$ cat src/rtl/luh_pkg.sv
// Shared types for the layer underflow guard.
// Assumes nothing beyond the standard.
package luh_pkg;
    typedef enum logic [1:0] {
        ST_IDLE = 2'd0,   // window served or no frame yet: drop fetched pixels
        ST_SHOW = 2'd1,   // normal display from the FIFO
        ST_DISC = 2'd2    // after underflow: drop pixels, show background
    } lay_state_t;
endpackage

$ cat src/rtl/luh_fifo.sv
// Synchronous pixel FIFO with a flush that has priority over push and pop.
// Assumes the caller never pushes when full or pops when empty.
module luh_fifo #(
    parameter int PIX_W = 24,
    parameter int DEPTH = 16,
    localparam int AW    = $clog2(DEPTH),
    localparam int CNT_W = AW + 1
) (
    input  logic             clk,
    input  logic             rst_n,
    input  logic             flush,
    input  logic             push,
    input  logic [PIX_W-1:0] wdata,
    input  logic             pop,
    output logic [PIX_W-1:0] rdata,
    output logic             empty,
    output logic             full,
    output logic [CNT_W-1:0] count
);
    logic [PIX_W-1:0] mem [DEPTH];
    logic [AW-1:0]    wr_ptr;
    logic [AW-1:0]    rd_ptr;

    // Storage write; not reset, since occupancy is tracked by count.
    always_ff @(posedge clk) begin
        if (push && !flush) begin
            mem[wr_ptr] <= wdata;
        end
    end

    // Pointer and occupancy bookkeeping.
    always_ff @(posedge clk) begin
        if (!rst_n || flush) begin
            wr_ptr <= '0;
            rd_ptr <= '0;
            count  <= '0;
        end else begin
            if (push) begin
                wr_ptr <= (wr_ptr == AW'(DEPTH - 1)) ? '0 : wr_ptr + 1'b1;
            end
            if (pop) begin
                rd_ptr <= (rd_ptr == AW'(DEPTH - 1)) ? '0 : rd_ptr + 1'b1;
            end
            case ({push, pop})
                2'b10:   count <= count + 1'b1;
                2'b01:   count <= count - 1'b1;
                default: count <= count;
            endcase
        end
    end

    // Head of queue and fill flags.
    always_comb begin
        rdata = mem[rd_ptr];
        empty = (count == '0);
        full  = (count == CNT_W'(DEPTH));
    end
endmodule

$ cat src/rtl/luh_window.sv
// Decodes whether a display request falls in the layer window and whether it
// is the final window pixel. Assumes x0 < x1 and y0 < y1.
module luh_window #(
    parameter int CRD_W = 12
) (
    input  logic             tick,
    input  logic [CRD_W-1:0] x,
    input  logic [CRD_W-1:0] y,
    input  logic [CRD_W-1:0] x0,
    input  logic [CRD_W-1:0] x1,
    input  logic [CRD_W-1:0] y0,
    input  logic [CRD_W-1:0] y1,
    output logic             hit,
    output logic             last
);
    // Window membership and last-pixel match.
    always_comb begin
        hit  = tick && (x >= x0) && (x < x1) && (y >= y0) && (y < y1);
        last = hit && (x == x1 - 1'b1) && (y == y1 - 1'b1);
    end
endmodule

$ cat src/rtl/luh_ctrl.sv
// Frame-level controller: decides push, pop and flush, tracks discard mode
// and holds the sticky underflow status. Assumes frame_start is one cycle.
module luh_ctrl
    import luh_pkg::*;
(
    input  logic       clk,
    input  logic       rst_n,
    input  logic       frame_start,
    input  logic       win_hit,
    input  logic       win_last,
    input  logic       fifo_empty,
    input  logic       fifo_full,
    input  logic       in_valid,
    input  logic       status_clr,
    output lay_state_t state,
    output logic       in_ready,
    output logic       push,
    output logic       pop,
    output logic       show_bg,
    output logic       uf_evt,
    output logic       uf_status
);
    // Handshake and per-cycle actions derived from the current state.
    always_comb begin
        in_ready = (state == ST_SHOW) ? !fifo_full : 1'b1;
        push     = (state == ST_SHOW) && in_valid && !fifo_full && !frame_start;
        pop      = (state == ST_SHOW) && win_hit && !fifo_empty && !frame_start;
        uf_evt   = (state == ST_SHOW) && win_hit && fifo_empty && !frame_start;
        show_bg  = (state == ST_DISC) && win_hit && !frame_start;
    end

    // Frame state sequencing.
    always_ff @(posedge clk) begin
        if (!rst_n) begin
            state <= ST_IDLE;
        end else if (frame_start) begin
            state <= ST_SHOW;
        end else if (uf_evt) begin
            state <= ST_DISC;
        end else if (pop && win_last) begin
            state <= ST_IDLE;
        end
    end

    // Sticky status; a new underflow beats a simultaneous clear.
    always_ff @(posedge clk) begin
        if (!rst_n) begin
            uf_status <= 1'b0;
        end else if (uf_evt) begin
            uf_status <= 1'b1;
        end else if (status_clr) begin
            uf_status <= 1'b0;
        end
    end
endmodule

$ cat src/rtl/layer_underflow_guard.sv
// Per-layer pixel output stage: buffers fetched pixels, serves in-window
// display requests, and recovers from underflow by discarding to frame end.
// Assumes window bounds are stable during a frame.
module layer_underflow_guard
    import luh_pkg::*;
#(
    parameter int PIX_W = 24,
    parameter int DEPTH = 16,
    parameter int CRD_W = 12
) (
    input  logic             clk,
    input  logic             rst_n,
    input  logic             frame_start,
    input  logic             pix_tick,
    input  logic [CRD_W-1:0] ras_x,
    input  logic [CRD_W-1:0] ras_y,
    input  logic [CRD_W-1:0] win_x0,
    input  logic [CRD_W-1:0] win_x1,
    input  logic [CRD_W-1:0] win_y0,
    input  logic [CRD_W-1:0] win_y1,
    input  logic [PIX_W-1:0] bg_pix,
    input  logic             in_valid,
    input  logic [PIX_W-1:0] in_data,
    output logic             in_ready,
    output logic             out_valid,
    output logic [PIX_W-1:0] out_pix,
    input  logic             irq_en,
    input  logic             status_clr,
    output logic             uf_status,
    output logic             irq
);
    localparam int CNT_W = $clog2(DEPTH) + 1;

    logic             win_hit;
    logic             win_last;
    logic             fifo_empty;
    logic             fifo_full;
    logic [CNT_W-1:0] fifo_cnt;
    logic [PIX_W-1:0] fifo_head;
    logic             push;
    logic             pop;
    logic             show_bg;
    logic             uf_evt;
    lay_state_t       state;

    luh_window #(.CRD_W(CRD_W)) u_win (
        .tick (pix_tick),
        .x    (ras_x),
        .y    (ras_y),
        .x0   (win_x0),
        .x1   (win_x1),
        .y0   (win_y0),
        .y1   (win_y1),
        .hit  (win_hit),
        .last (win_last)
    );

    luh_fifo #(.PIX_W(PIX_W), .DEPTH(DEPTH)) u_fifo (
        .clk   (clk),
        .rst_n (rst_n),
        .flush (frame_start),
        .push  (push),
        .wdata (in_data),
        .pop   (pop),
        .rdata (fifo_head),
        .empty (fifo_empty),
        .full  (fifo_full),
        .count (fifo_cnt)
    );

    luh_ctrl u_ctrl (
        .clk         (clk),
        .rst_n       (rst_n),
        .frame_start (frame_start),
        .win_hit     (win_hit),
        .win_last    (win_last),
        .fifo_empty  (fifo_empty),
        .fifo_full   (fifo_full),
        .in_valid    (in_valid),
        .status_clr  (status_clr),
        .state       (state),
        .in_ready    (in_ready),
        .push        (push),
        .pop         (pop),
        .show_bg     (show_bg),
        .uf_evt      (uf_evt),
        .uf_status   (uf_status)
    );

    // Output register: buffered pixel on a pop, background on underflow or discard.
    always_ff @(posedge clk) begin
        if (!rst_n) begin
            out_valid <= 1'b0;
            out_pix   <= '0;
        end else begin
            out_valid <= pop || uf_evt || show_bg;
            out_pix   <= pop ? fifo_head : bg_pix;
        end
    end

    // Interrupt gating.
    always_comb begin
        irq = uf_status && irq_en;
    end
endmodule

$ cat config.mk
export PLATFORM = sky130hd
export DESIGN_NAME = layer_underflow_guard
export DESIGN_NICKNAME = d
export VERILOG_FILES = /design/src/rtl/luh_pkg.sv /design/src/rtl/luh_fifo.sv /design/src/rtl/luh_window.sv /design/src/rtl/luh_ctrl.sv /design/src/rtl/layer_underflow_guard.sv
export SDC_FILE = /design/constraint.sdc
export NUM_CORES = 1
export LEC_CHECK = 0
export ABC_AREA = 1
export BUFFER_PORTS_ARGS = -buffer_cell sky130_fd_sc_hd__buf_4
export CAP_MARGIN = 20
export CORE_UTILIZATION = 55
export CTS_CLUSTER_SIZE = 30
export DETAILED_ROUTE_END_ITERATION = 7
export HOLD_SLACK_MARGIN = 0.05
export PLACE_DENSITY = 0.82
export SYNTH_ARGS = -nofsm -noshare
export SYNTH_HDL_FRONTEND = slang
export SYNTH_SLANG_ARGS = --single-unit
$ cat constraint.sdc
create_clock -name clk -period 7.1 [get_ports clk]
set_input_delay 0.71 -clock clk [delete_from_list [all_inputs] [get_ports clk]]
set_output_delay 0.71 -clock clk [all_outputs]
set_load 0.01 [all_outputs]
Yosys cells after proc, flatten, opt, wreduce, memory -nomap -nowiden:

Memories as Yosys holds them, arrays and structs flattened. A register that Yosys moved wholly into a read port is not among the register bits.
Cells that the tools add are included.
W data, S select, Z words.

* add/sub/neg operators: 6
* $lt $le $gt $ge: 4
* equal/unequal tests: 9
* mux-type cells: 14
* bitwise gates (word level): 1
* reduce and logical (&&, ||, !) cells: 32

Operators with widths (count)
* $eq A12 B12 Y1: 2
* $ge A12 B12 Y1: 2
* $lt A12 B12 Y1: 2
* $mux W24: 1
* $sub A12 B1 Y12 const B: 2
* $logic_and A1 B1 Y1: 19
* $mux W4: 4
* $pmux W5 S2: 1
* $add A4 B1 Y4 const B: 2
* $eq A4 B4 Y1 const B: 2
* $mux W1: 6
* $reduce_bool A2 Y1: 3
* $add A5 B1 Y5 const B: 1
* $eq A5 B5 Y1 const B: 1
* $logic_not A5 Y1: 1
* $sub A5 B1 Y5 const B: 1
* $eq A2 B1 Y1 const B: 2
* $eq A2 B2 Y1 const B: 2
* $logic_not A1 Y1: 4
* $mux W2: 2
* $logic_or A1 B1 Y1: 3
* $reduce_bool A3 Y1: 1
* $reduce_or A2 Y1: 1
* $not A1 Y1: 1

* register bits: 41
* RAM bits: 384
* logic and storage cells: 75
* memories: 1

Memories
* u_fifo.mem: depth 16, width 24, read ports 1, clocked after Yosys merged registers in 1, wr ports 1, line luh_fifo.sv:20 `logic [PIX_W-1:0] mem [DEPTH];`

Logic depth before layout (Yosys ltp):

Gate-level depths: netlist (run 1).

* depth in word-level cells: 12
* gate-level depth with buffers: 24

Hierarchy:

From an unflattened synthesis (run 1), not the netlist that was laid out.

* cell total of the unflattened synthesis: 1928
* area total of the unflattened synthesis: 19910.3 sq um

By module, submodules not included
* luh_fifo: times used 1, cells each 1347, area an instance 16519.6 sq um, seq. area each 11871.4 sq um
* luh_window: times used 1, cells each 396, area an instance 2184.6 sq um, seq. area each 0.0 sq um
* layer_underflow_guard: times used 1, cells each 159, area an instance 1019.7 sq um, seq. area each 500.5 sq um
* luh_ctrl: times used 1, cells each 26, area an instance 186.4 sq um, seq. area each 60.1 sq um

Least setup slack after synthesis (run 1):

Ideal clock, no wire load.

* path kind: input to register
* from: input port win_x0[11]
* to: register u_fifo.count[4]
* library setup time: 0.070 ns
* arrival time: 3.309 ns
* required time: 7.030 ns
* path slack: 3.721 ns
* cell stages on the path: 23
* cells stage by stage: inv_1 -> ha_1 -> nand2_1 -> nor2_2 -> nand2_1 -> nor2_1 -> nand2_1 -> nand2_1 -> nand2_1 -> nor2_2 -> nand3_2 -> nor2_8 -> buf_6 -> ha_1 -> inv_1 -> fa_1 -> inv_1 -> a31oi_1 -> inv_1 -> o21ai_0 -> a21oi_1 -> o21ai_0 -> a21oi_1

* word-level cells in the longest chain between the ends: 10
* elaborated cells between the ends (all ways): 12
* those cells by class: order compare (1); eq/ne (2); mux (1); reduce/logical (8)

Ends and longest elaborated chain
* from (decl): line layer_underflow_guard.sv:17 `input logic [CRD_W-1:0] win_x0,`
* $ge A12 B12 Y1 *: line luh_window.sv:18 `hit = tick && (x >= x0) && (x < x1) && (y >= y0) && (y < y1);`
* $logic_and A1 B1 Y1 * (4 in a row): line luh_window.sv:18
* $logic_and A1 B1 Y1 * (3 in a row): line luh_ctrl.sv:27 `pop = (state == ST_SHOW) && win_hit && !fifo_empty && !frame_start;`
* $eq A2 B1 Y1 or $eq A2 B2 Y1 (tied branches): line luh_fifo.sv:44 `case ({push, pop})`
* $pmux W5 S2 or $reduce_bool A2 Y1 (tied branches)
* to (signal assigned): line luh_fifo.sv:45 `2'b10: count <= count + 1'b1;`
* to (signal assigned): line luh_fifo.sv:46 `2'b01: count <= count - 1'b1;`
* to (signal assigned): line luh_fifo.sv:47 `default: count <= count;`
* to (decl): line luh_fifo.sv:18 `output logic [CNT_W-1:0] count`

Every way passes the cells marked *; elsewhere a longest branch is shown, timed or not.
A chain may end at the register's enable or synchronous reset.

==> run_results.csv, run 1 <==
group,metric,value,unit
finish,final_util,64.6,%
sta,timing.final.crit_share,46.2,%
die,core,33500,um^2
die,initial_core_util,56.0,%
clocking,cts_tree,"yes",
place,port_buffers,154,
critical_path,cp-start-kind,"flip-flop",
finish,layout_commonest_cell,"edfxtp_1",
yosys,synth.largest_area_cell,"edfxtp_1",
clocking,cts.repair.resized,0,
yosys,synth-seq-cells,429,
yosys,synthesis.nets,1814,
global_route,grt_overflow_total,0,
power,leakage,8.16,nW
yosys,synthCells,1627,
finish,drive_above_1_share,15.2,%
yosys,synth_area,18800,um^2
status,status,"finished clean",
yosys,synth_xor_area_share,0.840,%
power,peakVddDrop,0.242,mV
clocking,hold_buffers,0,
clocking,clk_pin_slew,0.06,ns
sta,post-route-min-period,3.28,ns
global_route,grtUsageTotal,26.5,%
yosys,synthAdderAreaFrac,4.04,%
critical_path,r2r_slack,3.82,ns
sta,slew-limit-headroom,26.2,%
place,dp.cells,2169,
sta,tightest_slew,1.11,ns
sta,tns,0,ns
power,power,5.13,mW
sta,finalHoldViolCount,0,
yosys,ys.flop_type,"edfxtp_1",
finish,nets,1953,
sta,slew_violations,0,
clocking,cts_setup_buffers,0,
clocking,root_buffer,"clkbuf_16",
power,power.share.sequential,53.9,%
sta,finClkSkew,0.0184,ns
sta,max_freq,305,MHz
finish,final_cell_mix,"384 x edfxtp_1, 228 x nor2_1, 191 x nand2_1",
critical_path,cp-endpoint,"out_pix[3]",
yosys,synth_warnings,0,
die,fp.dieW,187,um
clocking,clockBufferDepth,3,
yosys,synth_compound_area_share,12.5,%
yosys,synth_top_area_share,61.4,%
die,die_area,34900,um^2
critical_path,r2r_cells,7,
power,p_sw_share,20.8,%
sta,rsz0062_at_grt,"no",
job,max-cap-violations,0,
global_route,grt_pass1_wl,71600,um
critical_path,crit_path_end_kind,"flip-flop",
yosys,yosys.area_share.simple,12.0,%
yosys,ys_seq_area_share,66.2,%
finish,instances_no_fill,2247,
global_route,antenna_found_initial,2,
clocking,cts_made_buffers,43,
finish,syn_to_final_growth,15.3,%
critical_path,path_class,"reg2reg",
routing,drt_iter0_drc,1625,
place,finalWeightedCongestion,0.889,
yosys,yosys-top-cells-area,"edfxtp_1 61%, o21ai_0 5.1%, nor2_1 4.9%",
routing,routed_wirelength,46700,um
critical_path,r2r-end,"out_pix[3]",
global_route,grt_pass1_vias,13200,
die,pin_count,155,
finish,fillCellCount,2426,
critical_path,required,7.58,ns
clocking,insertion_delay,0.55,ns
clocking,clock-sinks,429,
routing,ant_nets,0,
routing,dr.pass1.iters,6,
yosys,synth.mux.area_fraction,0,%
routing,vias,13300,
power,internal_power,4.06,mW
critical_path,crit_arrival,3.76,ns
sta,setup_viol,0,
power,p_per_area,237,nW/um^2
yosys,synth-edff-count,384,
yosys,synthArstFlopShare,0,%
power,pwr-share-comb,4.7,%
routing,via_per_inst,5.94,
routing,wl_per_cell,20.8,um
place,hpwl,26000,um
power,p_sw,1.06,mW
worst_hold_path,hp-class,"in2reg",
clocking,h-tree-depth,2,
die,std_cell_rows,67,
die,die_y,187,um
yosys,ys_types,39,
global_route,grt_max_degree,98,
power,clockPowerShare,41.4,%
yosys,synth_top_family_by_area,"compound AO/OA/AOI/OAI gates",
critical_path,worst-path-max-fanout,97,
yosys,syn_avg_cell_area,11.5,um^2
routing,route.detailed.drc,0,
## stage by stage
| stage | instance area [um^2] | hold slack [ns] | setup slack [ns] |
|---|---|---|---|
| after global placement | 20300 | 0.453 | 3.53 |
| after detailed placement | 20300 | 0.462 | 3.49 |
| final | 21700 | 0.405 | 3.82 |
| after CTS | 21600 | 0.395 | 3.91 |
| after floorplan | 18800 | 0.443 | 3.72 |
| after global routing | 21700 | 0.397 | 3.61 |
## final cells by class
type	count	area, um^2	share of cell area [%]
flip-flops and latches	429	12400	57.4
multi-input cells	997	5560	25.7
repair buffers	178	1340	6.17
clock buffers	53	1110	5.14
well taps	448	561	2.59
inverters	117	442	2.04
clock inverters	24	196	0.907
diodes	1	2.50	0.0116
## synth_stat cells (5+ instances only)
cell type / count
a21oi_1: 43
a32o_1: 13
buf_2: 16
clkbuf_1: 59
dfxtp_1: 45
edfxtp_1: 384
ha_1: 59
inv_1: 112
nand2_1: 191
nand3_1: 92
nand3b_1: 5
nor2_1: 244
nor2_2: 5
o211a_1: 24
o211ai_1: 9
o21ai_0: 190
o221ai_1: 70
o22ai_1: 13
xnor2_1: 6
xor2_1: 12
## routing by layer
metal	GRT usage (%)	share of wire, %	vias to the layer above
met3	4.19	10	129
met2	45.3	49	763
li1	-	-	6156
met5	0	0	-
met1	33.6	37	6296
met4	11.7	3.7	0
## logic make-up (layout without fill, tap and decap cells)
logic type / count (synthesis) / in the layout
XOR/XNOR: 18 / 18
adder cells (fa/ha/maj): 60 / 60
AND/OR/NAND/NOR: 549 / 549
flip-flops: 429 / 429
buffers and inverters: 201 / 372
other: 0 / 1
AO/OA/AOI/OAI: 370 / 370
## worst min path at each step
stage / startpoint / end / slack [ns] / cells after the start
after floorplan: u_fifo.count[0] / u_fifo.count[0] / 0.44 / 1
after global placement: u_ctrl.state[1] / u_ctrl.state[1] / 0.45 / 2
after detailed placement: u_ctrl.state[1] / u_ctrl.state[1] / 0.46 / 2
after CTS: bg_pix[19] / out_pix[19] / 0.39 / 2
after global routing: bg_pix[18] / out_pix[18] / 0.40 / 2
final: bg_pix[19] / out_pix[19] / 0.41 / 2
## power groups by stage
stage               logic [mW]  clock network, mW  registers, mW
global placement         0.231                  0           2.81
global route             0.270               2.24           2.76
finish                   0.240               2.12           2.76
detailed placement       0.239                  0           2.82
floorplan                0.103                  0           2.82
CTS                      0.240               2.14           2.76
## state kept, by name, indices dropped and copies added, names as in the netlist, named ones only
signal / flops
u_ctrl.uf_status: 1
u_fifo.count: 5
u_fifo.wr_ptr: 4
u_fifo.rd_ptr: 4
u_fifo.mem: 384
out_pix: 24
out_valid: 1
u_ctrl.state: 2
## worst max-delay path: stages (launching register included)
cell and delay (ns):
dfxtp_4 0.54, inv_4 0.76, buf_4 0.89, o21ai_0 0.24
o221ai_1 0.21, nand3_1 0.11, nand3_1 0.25, o211a_1 0.18
Note: power is estimated with default switching activity, not from simulation.
==> run 2, diff against run 1 <==
--- a/config.mk
+++ b/config.mk
@@ -5,14 +5,14 @@
 export SDC_FILE = /design/constraint.sdc
 export NUM_CORES = 1
 export LEC_CHECK = 0
-export ABC_AREA = 1
+export ABC_AREA = 0
 export BUFFER_PORTS_ARGS = -buffer_cell sky130_fd_sc_hd__buf_4
 export CAP_MARGIN = 20
-export CORE_UTILIZATION = 55
+export CORE_UTILIZATION = 54
 export CTS_CLUSTER_SIZE = 30
 export DETAILED_ROUTE_END_ITERATION = 7
 export HOLD_SLACK_MARGIN = 0.05
-export PLACE_DENSITY = 0.82
+export PLACE_DENSITY = 0.84
 export SYNTH_ARGS = -nofsm -noshare
 export SYNTH_HDL_FRONTEND = slang
 export SYNTH_SLANG_ARGS = --single-unit
==> constraint.sdc (replaced) <==
create_clock -name clk -period 3 [get_ports clk]
set_input_delay 0.3 -clock clk [delete_from_list [all_inputs] [get_ports clk]]
set_output_delay 0.3 -clock clk [all_outputs]
set_load 0.01 [all_outputs]
==> run 2 against run 1 <==
Compared with the run above:
- final cell count decreased by 19%
- sequential cell count did not move
- sequential power rose by 140%
- first-iteration DRC count is 37% lower
- critical endpoint is now u_fifo.count[4]
- highest routed layer is now met5
==> run_results.csv, run 2 <==
group,metric,value,unit
place,placed_area,21100,um^2
clocking,clk_pin_slew,0.07,ns
power,p_per_area,544,nW/um^2
finish,instances_no_fill,1819,
yosys,syn_avg_cell_area,17.5,um^2
sta,finalHoldViolCount,0,
yosys,synthArstFlopShare,0,%
sta,worst_slack,0.107,ns
yosys,synth_warnings,0,
yosys,synth-seq-cells,429,
yosys,ys.flop_type,"edfxtp_1",
sta,max_freq,346,MHz
finish,nets,1525,
sta,finClkSkew,0.0230,ns
yosys,synthesis.nets,1236,
yosys,ys_types,61,
worst_hold_path,hp-class,"in2reg",
yosys,synth_most_common_cell,"edfxtp_1",
finish,syn_to_final_growth,23.6,%
critical_path,worst-path-max-fanout,4,
finish,final_cell_mix,"384 x edfxtp_1, 245 x buf_4, 120 x mux4_2",
power,pwr-share-comb,5.9,%
routing,dr.pass1.iters,5,
clocking,clock-sinks,429,
critical_path,crit_arrival,3.35,ns
sta,tightest_slew,0.672,ns
yosys,synth_common_cells,"384 x edfxtp_1, 120 x mux4_2, 59 x ha_1, 59 x inv_1",
routing,routed_wirelength,47100,um
clocking,cts_setup_buffers,0,
status,status,"finished clean",
clocking,cts_tree,"yes",
power,internal_power,9.80,mW
clocking,h-tree-depth,2,
routing,ant_nets,0,
critical_path,required,3.46,ns
yosys,synth-edff-count,384,
power,p_sw,2.58,mW
yosys,synthCells,1049,
sta,rsz0062_at_grt,"yes",
power,peakVddDrop,0.603,mV
sta,tns,0,ns
clocking,insertion_delay,0.55,ns
power,leakage,7.87,nW
sta,timing.final.crit_share,96.4,%
clocking,cts_made_buffers,42,
global_route,grt_max_degree,48,
die,die_area,34800,um^2
finish,multi_input_area,5710,um^2
sta,slew-limit-headroom,54.9,%
global_route,grt_pass1_wl,70200,um
yosys,yosys-top-cells-area,"edfxtp_1 63%, mux4_2 15%, dfxtp_1 4.9%",
yosys,synth.largest_area_cell,"edfxtp_1",
finish,antennaDiodeCount,0,
global_route,grt_overflow_total,0,
finish,regMostFlops,"u_fifo.mem",
routing,vias,11200,
power,p_sw_share,20.8,%
sta,post-route-min-period,2.89,ns
place,pre_cts_ws,-0.353,ns
place,port_buffers,154,
clocking,clockBufferDepth,3,
sta,slew_violations,0,
yosys,ys_seq_area_share,67.6,%
die,pin_count,155,
place,hpwl,28100,um
die,fp.dieW,187,um
finish,layout_commonest_cell,"edfxtp_1",
critical_path,cp-start-kind,"primary input",
critical_path,path_class,"in2reg",
sta,setup_viol,0,
global_route,grtUsageTotal,27.4,%
finish,largest_register_ff_count,384,
critical_path,crit_path_end_kind,"flip-flop",
die,std_cell_rows,67,
place,finalWeightedCongestion,0.916,
global_route,antenna_found_initial,1,
die,die_y,187,um
finish,reg_top3,"u_fifo.mem x384, out_pix x24, u_fifo.count x5",
finish,final_cell_area,22700,um^2
routing,wl_per_cell,25.9,um
sta,whs,0.0642,ns
routing,via_per_inst,6.16,
finish,ff_latch_area,12400,um^2
finish,final_util,67.8,%
finish,fillCellCount,2139,
power,power,12.4,mW
global_route,grt_pass1_vias,11500,
die,initial_core_util,54.9,%
die,core,33500,um^2
yosys,synth_top_area_share,62.7,%
routing,route.detailed.drc,0,
power,power.share.sequential,52.8,%
job,max-cap-violations,0,
clocking,root_buffer,"clkbuf_16",
power,clockPowerShare,41.3,%
place,dp.cells,1709,
finish,drive_above_1_share,35.5,%
routing,drt_iter0_drc,1017,
yosys,synth_area,18400,um^2
## run 2: changes by cell type after synthesis, sizes merged, moves of 57 or more
cell	change
mux4	+120
inv	-57
nor2	-204
nand3	-61
o21ai	-153
o221ai	-70
nand2	-175
## run 2: layout make-up
type	count	area share, %
tap	448	2.46
clock buffer	55	4.93
clock inverter	22	0.891
inverter	59	1.06
timing repair buffer	293	10.9
sequential	429	54.7
multi-input combinational	513	25.1
## run 2: path summary, 6_finish.rpt
| kind | to | cells past startpoint | start | slack [ns] |
|---|---|---|---|---|
| worst max-delay path | u_fifo.count[4] | 15 | frame_start | 0.11 |
| worst min-delay path | u_fifo.mem[4][13] | 1 | in_data[13] | 0.06 |
| worst max register to register | u_fifo.count[4] | 13 | u_ctrl.state[0] | 0.19 |
| worst min register to register | flip-flop | 2 | u_fifo.rd_ptr[1] | 0.51 |
## run 2: repair_timing
item                                    in CTS  in global routing
endpoints found under the setup margin       0                  2
hold buffers                                33                  0
gates resized for setup                      0                  3
hold endpoints to repair                   167                  0
## run 2: kinds of logic (layout without fill, tap and decap cells)
kind of cell | count (synthesis) | after routing | share of synthesized area (%)
adder cells (fa/ha/maj) | 60 | 60 | 4.12
flip-flops | 429 | 429 | 67.6
AND/OR/NAND/NOR | 160 | 160 | 4.78
XOR/XNOR | 36 | 36 | 1.71
multiplexers | 121 | 121 | 14.7
buffers and inverters | 107 | 429 | 2.27
AO/OA/AOI/OAI | 136 | 136 | 4.79
## run 2: per-layer routing
layer / vias up / wire length (um) / track usage, %
met4: 2 / 1130 / 8.42
met3: 91 / 4200 / 4.44
li1: 4770 / - / -
met1: 5638 / 17400 / 35.2
met2: 696 / 24300 / 48.0
met5: - / 17 / 0
## run 2: critical path, stage by stage
cell           delay (ns)
dlygate4sd3_1        0.56
buf_4                0.15
or3b_2               0.53
nor2_4               0.14
nand2_1              0.11
nor2_4               0.15
ha_4                 0.17
inv_4                0.04
fa_2                 0.36
inv_1                0.07
a21o_1               0.12
a21oi_2              0.05
xnor2_1              0.13
or3_1                0.35
a21oi_1              0.12
## run 2: power groups by stage
stage	Sequential, mW	Combinational [mW]	Clock, mW
floorplan	6.67	0.261	0
global placement	6.66	0.663	0
detailed placement	6.66	0.685	0
CTS	6.53	0.728	5.17
global route	6.53	0.799	5.37
finish	6.53	0.732	5.12
